--- src/rtl/vcap_pkg.sv ---
package vcap_pkg;

  typedef enum logic [1:0] {
    ST_IDLE,
    ST_WAIT,
    ST_SAVE,
    ST_DONE
  } cap_state_e;

  // decoded timing reference code
  typedef struct packed {
    logic valid;
    logic fld;
    logic vblk;
    logic eav;
  } trs_t;

endpackage

--- src/rtl/vcap_trs_detect.sv ---
module vcap_trs_detect
  import vcap_pkg::*;
#(
  parameter int unsigned DATA_W = 8
) (
  input  logic              clk_i,
  input  logic              rst_ni,
  input  logic [DATA_W-1:0] vid_i,
  output trs_t              trs_o
);

  localparam int unsigned HIST   = 3;
  localparam int unsigned FLD_B  = DATA_W - 2;
  localparam int unsigned VBLK_B = DATA_W - 3;
  localparam int unsigned EAV_B  = DATA_W - 4;

  logic [DATA_W-1:0] hist_q [HIST];
  logic              preamble;
  trs_t              trs_q;

  assign preamble = (hist_q[2] == '1) && (hist_q[1] == '0) && (hist_q[0] == '0);

  always_ff @(posedge clk_i or negedge rst_ni) begin
    if (!rst_ni) begin
      for (int i = 0; i < HIST; i++) hist_q[i] <= '0;
      trs_q <= '0;
    end else begin
      hist_q[0] <= vid_i;
      for (int i = 1; i < HIST; i++) hist_q[i] <= hist_q[i-1];
      trs_q.valid <= preamble;
      trs_q.fld   <= vid_i[FLD_B];
      trs_q.vblk  <= vid_i[VBLK_B];
      trs_q.eav   <= vid_i[EAV_B];
    end
  end

  assign trs_o = trs_q;


  trs_spacing_chk: assert property (@(posedge clk_i) disable iff (!rst_ni)
    trs_q.valid |=> !trs_q.valid);

endmodule

--- src/rtl/vcap_line_track.sv ---
module vcap_line_track #(
  parameter int unsigned ACTIVE_LEN = 1440
) (
  input  logic clk_i,
  input  logic rst_ni,
  input  logic en_i,
  input  logic go_i,
  output logic take_o,
  output logic last_o
);

  localparam int unsigned CNT_W = $clog2(ACTIVE_LEN + 1);

  logic             active_q;
  logic [CNT_W-1:0] cnt_q, cnt_nx;

  // an SAV always realigns, even mid-line
  assign cnt_nx = go_i ? CNT_W'(1) : cnt_q + CNT_W'(1);
  assign take_o = en_i & (go_i | active_q);
  assign last_o = take_o & (cnt_nx == CNT_W'(ACTIVE_LEN));

  always_ff @(posedge clk_i or negedge rst_ni) begin
    if (!rst_ni) begin
      active_q <= 1'b0;
      cnt_q    <= '0;
    end else if (!en_i) begin
      active_q <= 1'b0;
      cnt_q    <= '0;
    end else if (take_o) begin
      active_q <= ~last_o;
      cnt_q    <= cnt_nx;
    end
  end


  pix_range_chk: assert property (@(posedge clk_i) disable iff (!rst_ni)
    active_q |-> (cnt_q != '0) && (cnt_q < CNT_W'(ACTIVE_LEN)));

endmodule

--- src/rtl/vcap_sram_wr.sv ---
module vcap_sram_wr #(
  parameter int unsigned ADDR_W = 20,
  parameter int unsigned DATA_W = 8
) (
  input  logic              clk_i,
  input  logic              rst_ni,
  input  logic              clr_i,
  input  logic              own_i,
  input  logic              wr_i,
  input  logic [DATA_W-1:0] data_i,
  output logic              last_o,
  output logic [ADDR_W-1:0] addr_o,
  output logic [DATA_W-1:0] data_o,
  output logic              we_no,
  output logic              drive_o
);

  logic [ADDR_W-1:0] cnt_q, addr_q;
  logic [DATA_W-1:0] data_q;
  logic              we_n_q, drive_q;

  assign last_o = wr_i & (&cnt_q);

  always_ff @(posedge clk_i or negedge rst_ni) begin
    if (!rst_ni) begin
      cnt_q   <= '0;
      addr_q  <= '0;
      data_q  <= '0;
      we_n_q  <= 1'b1;
      drive_q <= 1'b0;
    end else begin
      drive_q <= own_i;
      we_n_q  <= ~wr_i;
      if (clr_i) begin
        cnt_q <= '0;
      end else if (wr_i) begin
        cnt_q  <= cnt_q + ADDR_W'(1);
        addr_q <= cnt_q;
        data_q <= data_i;
      end
    end
  end

  assign addr_o  = addr_q;
  assign data_o  = data_q;
  assign we_no   = we_n_q;
  assign drive_o = drive_q;


  addr_step_chk: assert property (@(posedge clk_i) disable iff (!rst_ni)
    (!we_n_q && $past(!we_n_q)) |-> (addr_q == $past(addr_q) + ADDR_W'(1)));


  write_owned_chk: assert property (@(posedge clk_i) disable iff (!rst_ni)
    !we_n_q |-> drive_q);

endmodule

--- src/rtl/vid_frame_capture.sv ---
module vid_frame_capture
  import vcap_pkg::*;
#(
  parameter int unsigned DATA_W       = 8,
  parameter int unsigned ADDR_W       = 20,
  parameter int unsigned ACTIVE_LEN   = 1440,
  parameter int unsigned ACTIVE_LINES = 487
) (
  input  logic              clk_i,
  input  logic              rst_ni,
  input  logic              start_i,
  input  logic [DATA_W-1:0] vid_i,
  output logic [ADDR_W-1:0] sram_addr_o,
  output logic [DATA_W-1:0] sram_data_o,
  output logic              sram_we_no,
  output logic              sram_drive_o,
  output logic              done_o
);

  localparam int unsigned LINE_W = $clog2(ACTIVE_LINES + 1);

  trs_t              trs;
  cap_state_e        state_q, state_d;
  logic              vblk_seen_q, done_q;
  logic [LINE_W-1:0] line_cnt_q;
  logic              sav, line_go, capturing, arm;
  logic              take, line_last, wr_last, last_line, stop;

  vcap_trs_detect #(.DATA_W(DATA_W)) i_trs (
    .clk_i (clk_i),
    .rst_ni(rst_ni),
    .vid_i (vid_i),
    .trs_o (trs)
  );

  assign sav       = trs.valid & ~trs.eav;
  assign capturing = (state_q == ST_WAIT) || (state_q == ST_SAVE);
  assign arm       = start_i & ((state_q == ST_IDLE) || (state_q == ST_DONE));

  always_comb begin
    unique case (state_q)
      ST_WAIT: line_go = sav & ~trs.vblk & ~trs.fld & vblk_seen_q;
      ST_SAVE: line_go = sav & ~trs.vblk;
      default: line_go = 1'b0;
    endcase
  end

  vcap_line_track #(.ACTIVE_LEN(ACTIVE_LEN)) i_line (
    .clk_i (clk_i),
    .rst_ni(rst_ni),
    .en_i  (capturing),
    .go_i  (line_go),
    .take_o(take),
    .last_o(line_last)
  );

  vcap_sram_wr #(.ADDR_W(ADDR_W), .DATA_W(DATA_W)) i_wr (
    .clk_i  (clk_i),
    .rst_ni (rst_ni),
    .clr_i  (arm),
    .own_i  (capturing),
    .wr_i   (take),
    .data_i (vid_i),
    .last_o (wr_last),
    .addr_o (sram_addr_o),
    .data_o (sram_data_o),
    .we_no  (sram_we_no),
    .drive_o(sram_drive_o)
  );

  assign last_line = line_last && (line_cnt_q == LINE_W'(ACTIVE_LINES - 1));
  assign stop      = wr_last | last_line;

  always_comb begin
    state_d = state_q;
    unique case (state_q)
      ST_IDLE: if (start_i) state_d = ST_WAIT;
      ST_WAIT: if (stop) state_d = ST_DONE;
               else if (line_go) state_d = ST_SAVE;
      ST_SAVE: if (stop) state_d = ST_DONE;
      ST_DONE: if (start_i) state_d = ST_WAIT;
      default: state_d = ST_IDLE;
    endcase
  end

  always_ff @(posedge clk_i or negedge rst_ni) begin
    if (!rst_ni) begin
      state_q     <= ST_IDLE;
      vblk_seen_q <= 1'b0;
      line_cnt_q  <= '0;
      done_q      <= 1'b0;
    end else begin
      state_q <= state_d;
      done_q  <= (state_q == ST_DONE) && (state_d == ST_DONE);
      if (arm) begin
        vblk_seen_q <= 1'b0;
        line_cnt_q  <= '0;
      end else begin
        if (state_q == ST_WAIT && sav && trs.vblk) vblk_seen_q <= 1'b1;
        if (line_last) line_cnt_q <= line_cnt_q + LINE_W'(1);
      end
    end
  end

  assign done_o = done_q;


  done_after_write_chk: assert property (@(posedge clk_i) disable iff (!rst_ni)
    $rose(done_o) |-> $past(sram_we_no) == 1'b0);


  bus_release_chk: assert property (@(posedge clk_i) disable iff (!rst_ni)
    done_o |-> sram_we_no && !sram_drive_o);


  no_early_write_chk: assert property (@(posedge clk_i) disable iff (!rst_ni)
    (state_q == ST_WAIT) |-> sram_we_no);


  idle_quiet_chk: assert property (@(posedge clk_i) disable iff (!rst_ni)
    (state_q == ST_DONE && $past(state_q) == ST_DONE) |-> sram_we_no);

endmodule

--- config.mk ---
export PLATFORM = sky130hd
export DESIGN_NAME = vid_frame_capture
export DESIGN_NICKNAME = d
export VERILOG_FILES = /design/src/rtl/vcap_pkg.sv /design/src/rtl/vcap_trs_detect.sv /design/src/rtl/vcap_line_track.sv /design/src/rtl/vcap_sram_wr.sv /design/src/rtl/vid_frame_capture.sv
export SDC_FILE = /design/constraint.sdc
export NUM_CORES = 1
export LEC_CHECK = 0
export ABC_CLOCK_PERIOD_IN_PS = 2800
export BUFFER_PORTS_ARGS = -buffer_cell sky130_fd_sc_hd__buf_2
export CAP_MARGIN = 10
export CORE_MARGIN = 5
export CORE_UTILIZATION = 50
export CTS_CLUSTER_DIAMETER = 40
export DETAILED_ROUTE_END_ITERATION = 7
export GPL_TIMING_DRIVEN = 0
export PLACE_DENSITY = 0.71
export SYNTH_ARGS = -nofsm -noshare
export SYNTH_HDL_FRONTEND = slang
export SYNTH_HIERARCHICAL = 1
export SYNTH_SLANG_ARGS = --single-unit
--- constraint.sdc ---
create_clock -name clk_i -period 2.8 [get_ports clk_i]
set_clock_uncertainty 0.1 [all_clocks]
set_input_delay 0.56 -clock clk_i [delete_from_list [all_inputs] [get_ports clk_i]]
set_output_delay 0.56 -clock clk_i [all_outputs]
set_load 0.01 [all_outputs]
==> summary.txt <==
Status
  – Status: complete, no violations

STA
  – Final setup violation count: 0
  – Worst-margin pin slew: 0.548 ns
  – Tcrit/Tclk final: 98.1%
  – Slew Limit Fails: 0
  – Final hold vios: 0
  – Max_slew headroom: 63.5%
  – Worst setup margin: 0.0544 ns
  – Post-route minimum period: 2.75 ns
  – RSZ-0062 raised after global routing: yes
  – Fmax: 364 MHz

Clocking
  – Cts bufs inserted: 9
  – H-tree levels: 3
  – Clock Root Buffer: clkbuf_8
  – Clock latency on the worst-skew pair: 0.35 ns
  – CTS tree: done
  – CTS Sinks: 100
  – Clock Pin Slew Worst Setup and Hold Paths: 0.10 ns
  – Clock Path Buffers: 2

Logic synthesis
  – Largest cells by area after synthesis: dfrtp_1 56%, mux2_2 6.6%, xor2_1 3.8%
  – Post-synthesis cell type count: 59
  – Dominant cell type by area after synthesis: dfrtp_1
  – Synth Warn #: 6
  – Seq cells post-synth: 100
  – Top cell type's share of synthesized area: 56.0%
  – Top_reg_cell synth: dfrtp_1
  – Mean Syn Cell Area: 11.9 sq um
  – Net count after synthesis: 391
  – Post-synthesis sequential area ratio: 56.6%
  – Post-synth EDFFs: 0
  – Cells after Synth: 371
  – Post-Syn Area: 4420 sq um
  – Async S/R FF share, synth: 100%

Routing
  – Wire per inst: 15.1 um
  – Via Count: 3,000
  – Final ANT Viol Nets: 0
  – TritonRoute pass-1 iters: 4
  – Post-Route WL: 8.33 mm
  – Vias per cell: 5.44
  – Initial DRC count: 118
  – Residual DRC: 0

Die
  – Die W: 104 um
  – Core Area: 8680 sq um
  – Io pins: 42
  – Initial Utilization: 51.0%
  – Height of the die: 104 um
  – FP Rows: 34
  – Total die area: 10,800 sq um

Power and ir drop
  – Power, Total: 0.00305 W
  – Power density over the cells: 580 nW/um^2
  – VDD IR max: 357 uV
  – Lkg Pwr: 2.56 nW

Cells and area
  – # diodes: 0
  – P&R area growth vs syn: 19.1%
  – Layout cells sized above 1: 34.8%
  – Non-Filler Instances: 551
  – Fin nets: 458
  – Final Instance Area: 5270 sq um

GRT
  – Largest net degree at the start of global routing: 60
  – Aggregate global-route resource usage: 15.6%
  – GRT overflow: 0
  – Initial antenna violation count: 0
  – First-pass GRT wire length: 14.3 mm
  – Vias in the first global route: 3,024

Place
  – GP Congestion: 0.802
  – Placed cell count: 521
  – DP Area: 4820 sq um
  – Post-DP HPWL: 5.58 mm
  – Pre-CTS WS: -0.363 ns
  – PortBufs: 41

Flow run
  – Number of maximum-capacitance violations: 0

Min path
  – HP Class: in2async

Critical path
  – CP required: 2.98 ns
  – Crit-path max FO: 6
  – Critical Path AT: 2.93 ns
  – Setup CP Type: reg2reg
  – Startpoint Class: flop
  – Worst Setup End Kind: flop
-- cell usage after synthesis (2+ instances only) --
cell and n:
nor4_2 2, nand4_2 3, nand4_1 8, a211oi_2 2
a21oi_1 15, mux2i_1 3, o31ai_1 5, or4_1 3
o21ai_0 13, inv_1 12, xnor2_1 7, o21a_1 2
and4_1 2, nand4b_1 2, mux2_2 26, ha_1 9
buf_4 4, nor4_1 5, clkbuf_1 7, nand2b_1 3
or3_1 8, nor3_1 3, dfrtp_1 99, nor3_2 3
nand3_1 8, xor2_1 19, and2_1 2, nand2_1 23
nand4_4 2, nor2_1 39, buf_6 4
-- cell type report --
cell class	instances	area, sq um
Multi-Input combinational cell	243	1910
Tap cell	108	135
Timing Repair Buffer	55	333
Clock inverter	7	92.6
Fill cell	680	3410
Sequential cell	100	2510
Clock buffer	9	124
Buffer	17	120
Inverter	12	45.0
-- layer usage --
layer | share of wire [%] | global-route usage [%] | vias to the layer above
met3 | 4.2 | 3.04 | 8
met2 | 47 | 24.9 | 68
met5 | 0 | 0 | -
met1 | 48 | 21.8 | 1479
li1 | - | - | 1445
met4 | 0.84 | 4.72 | 0
-- power by group --
part           total (W)  switching, W  internal (W)
Sequential       0.00153     0.0000364       0.00149
Combinational   0.000547      0.000353      0.000194
Clock           0.000978      0.000539      0.000439
Total            0.00305      0.000928       0.00213
-- sequential cells by signal, indices dropped and copies added, names as in the netlist, 2 cells and up --
name	count
i_wr/data_o	8
i_wr/cnt_q	20
line_cnt_q	9
i_trs/hist_q	24
i_wr/addr_o	20
state_q	2
i_line/cnt_q	11
-- critical path, cell delays in order, from the launching register on --
cell	delay, ns
dfrtp_2	0.45
inv_2	0.09
ha_4	0.21
nor4b_4	0.21
o21ai_2	0.10
inv_2	0.09
o21ai_4	0.07
inv_2	0.08
buf_6	0.12
nand4_4	0.12
or4_4	0.55
or3_4	0.35
a21oi_2	0.13
-- cell families after synthesis --
kind of cell	Yosys count	synth area share, %
fa+ha+maj	9	2.55
compound gates	47	6.96
simple gates	131	17.8
flops	100	56.6
mux	29	7.30
xor+xnor	26	5.15
buf+inv	29	3.62
-- worst paths after layout --
check | start | endpoint | slack (ns) | cells past startpoint
max | state_q[0] | i_wr/cnt_q[18] | 0.05 | 12
min | rst_ni | i_line/cnt_q[5] | 0.08 | 1
max reg2reg | state_q[0] | i_wr/cnt_q[18] | 0.05 | 12
min reg2reg | i_trs/hist_q[23] | i_trs/hist_q[15] | 0.28 | 0
max in group asynchronous | rst_ni | i_wr/we_no | 1.81 | 2
min in group clk_i | vid_i[7] | i_trs/hist_q[23] | 0.22 | 1
-- through the flow --
stage          hold slack [ns]  TNS, ns  util [%]
6_report                0.0783        0      60.7
5_1_grt                  0.115   -0.329      60.7
4_1_cts                 0.0942        0      59.1
3_5_place_dp             0.261   -10.83      55.5
3_3_place_gp             0.260    -8.21      55.2
2_1_floorplan            0.164        0         -
-- layout by cell type, fill, tap and decap left out, types with 9 or more instances in the layout --
| cell type | synthesis | routed |
|---|---|---|
| dfrtp_1 | 99 | 96 |
| a21oi_1 | 15 | 12 |
| inv_1 | 12 | 9 |
| mux2_2 | 26 | 26 |
| buf_4 | 4 | 19 |
| xor2_1 | 19 | 19 |
| nand2_1 | 23 | 22 |
| clkbuf_8 | 0 | 9 |
| o21ai_0 | 13 | 12 |
| buf_2 | 1 | 40 |
| nor2_1 | 39 | 39 |
-- timing repair --
item / CTS / global route
setup buffers: 8 / 5
hold buffers: 0 / 0
pin swaps: 2 / 8
resized for setup: 14 / 15
gates cloned: 0 / 1
endpoints found under the setup margin: 46 / 19
Power figures use the tool's default switching activity.
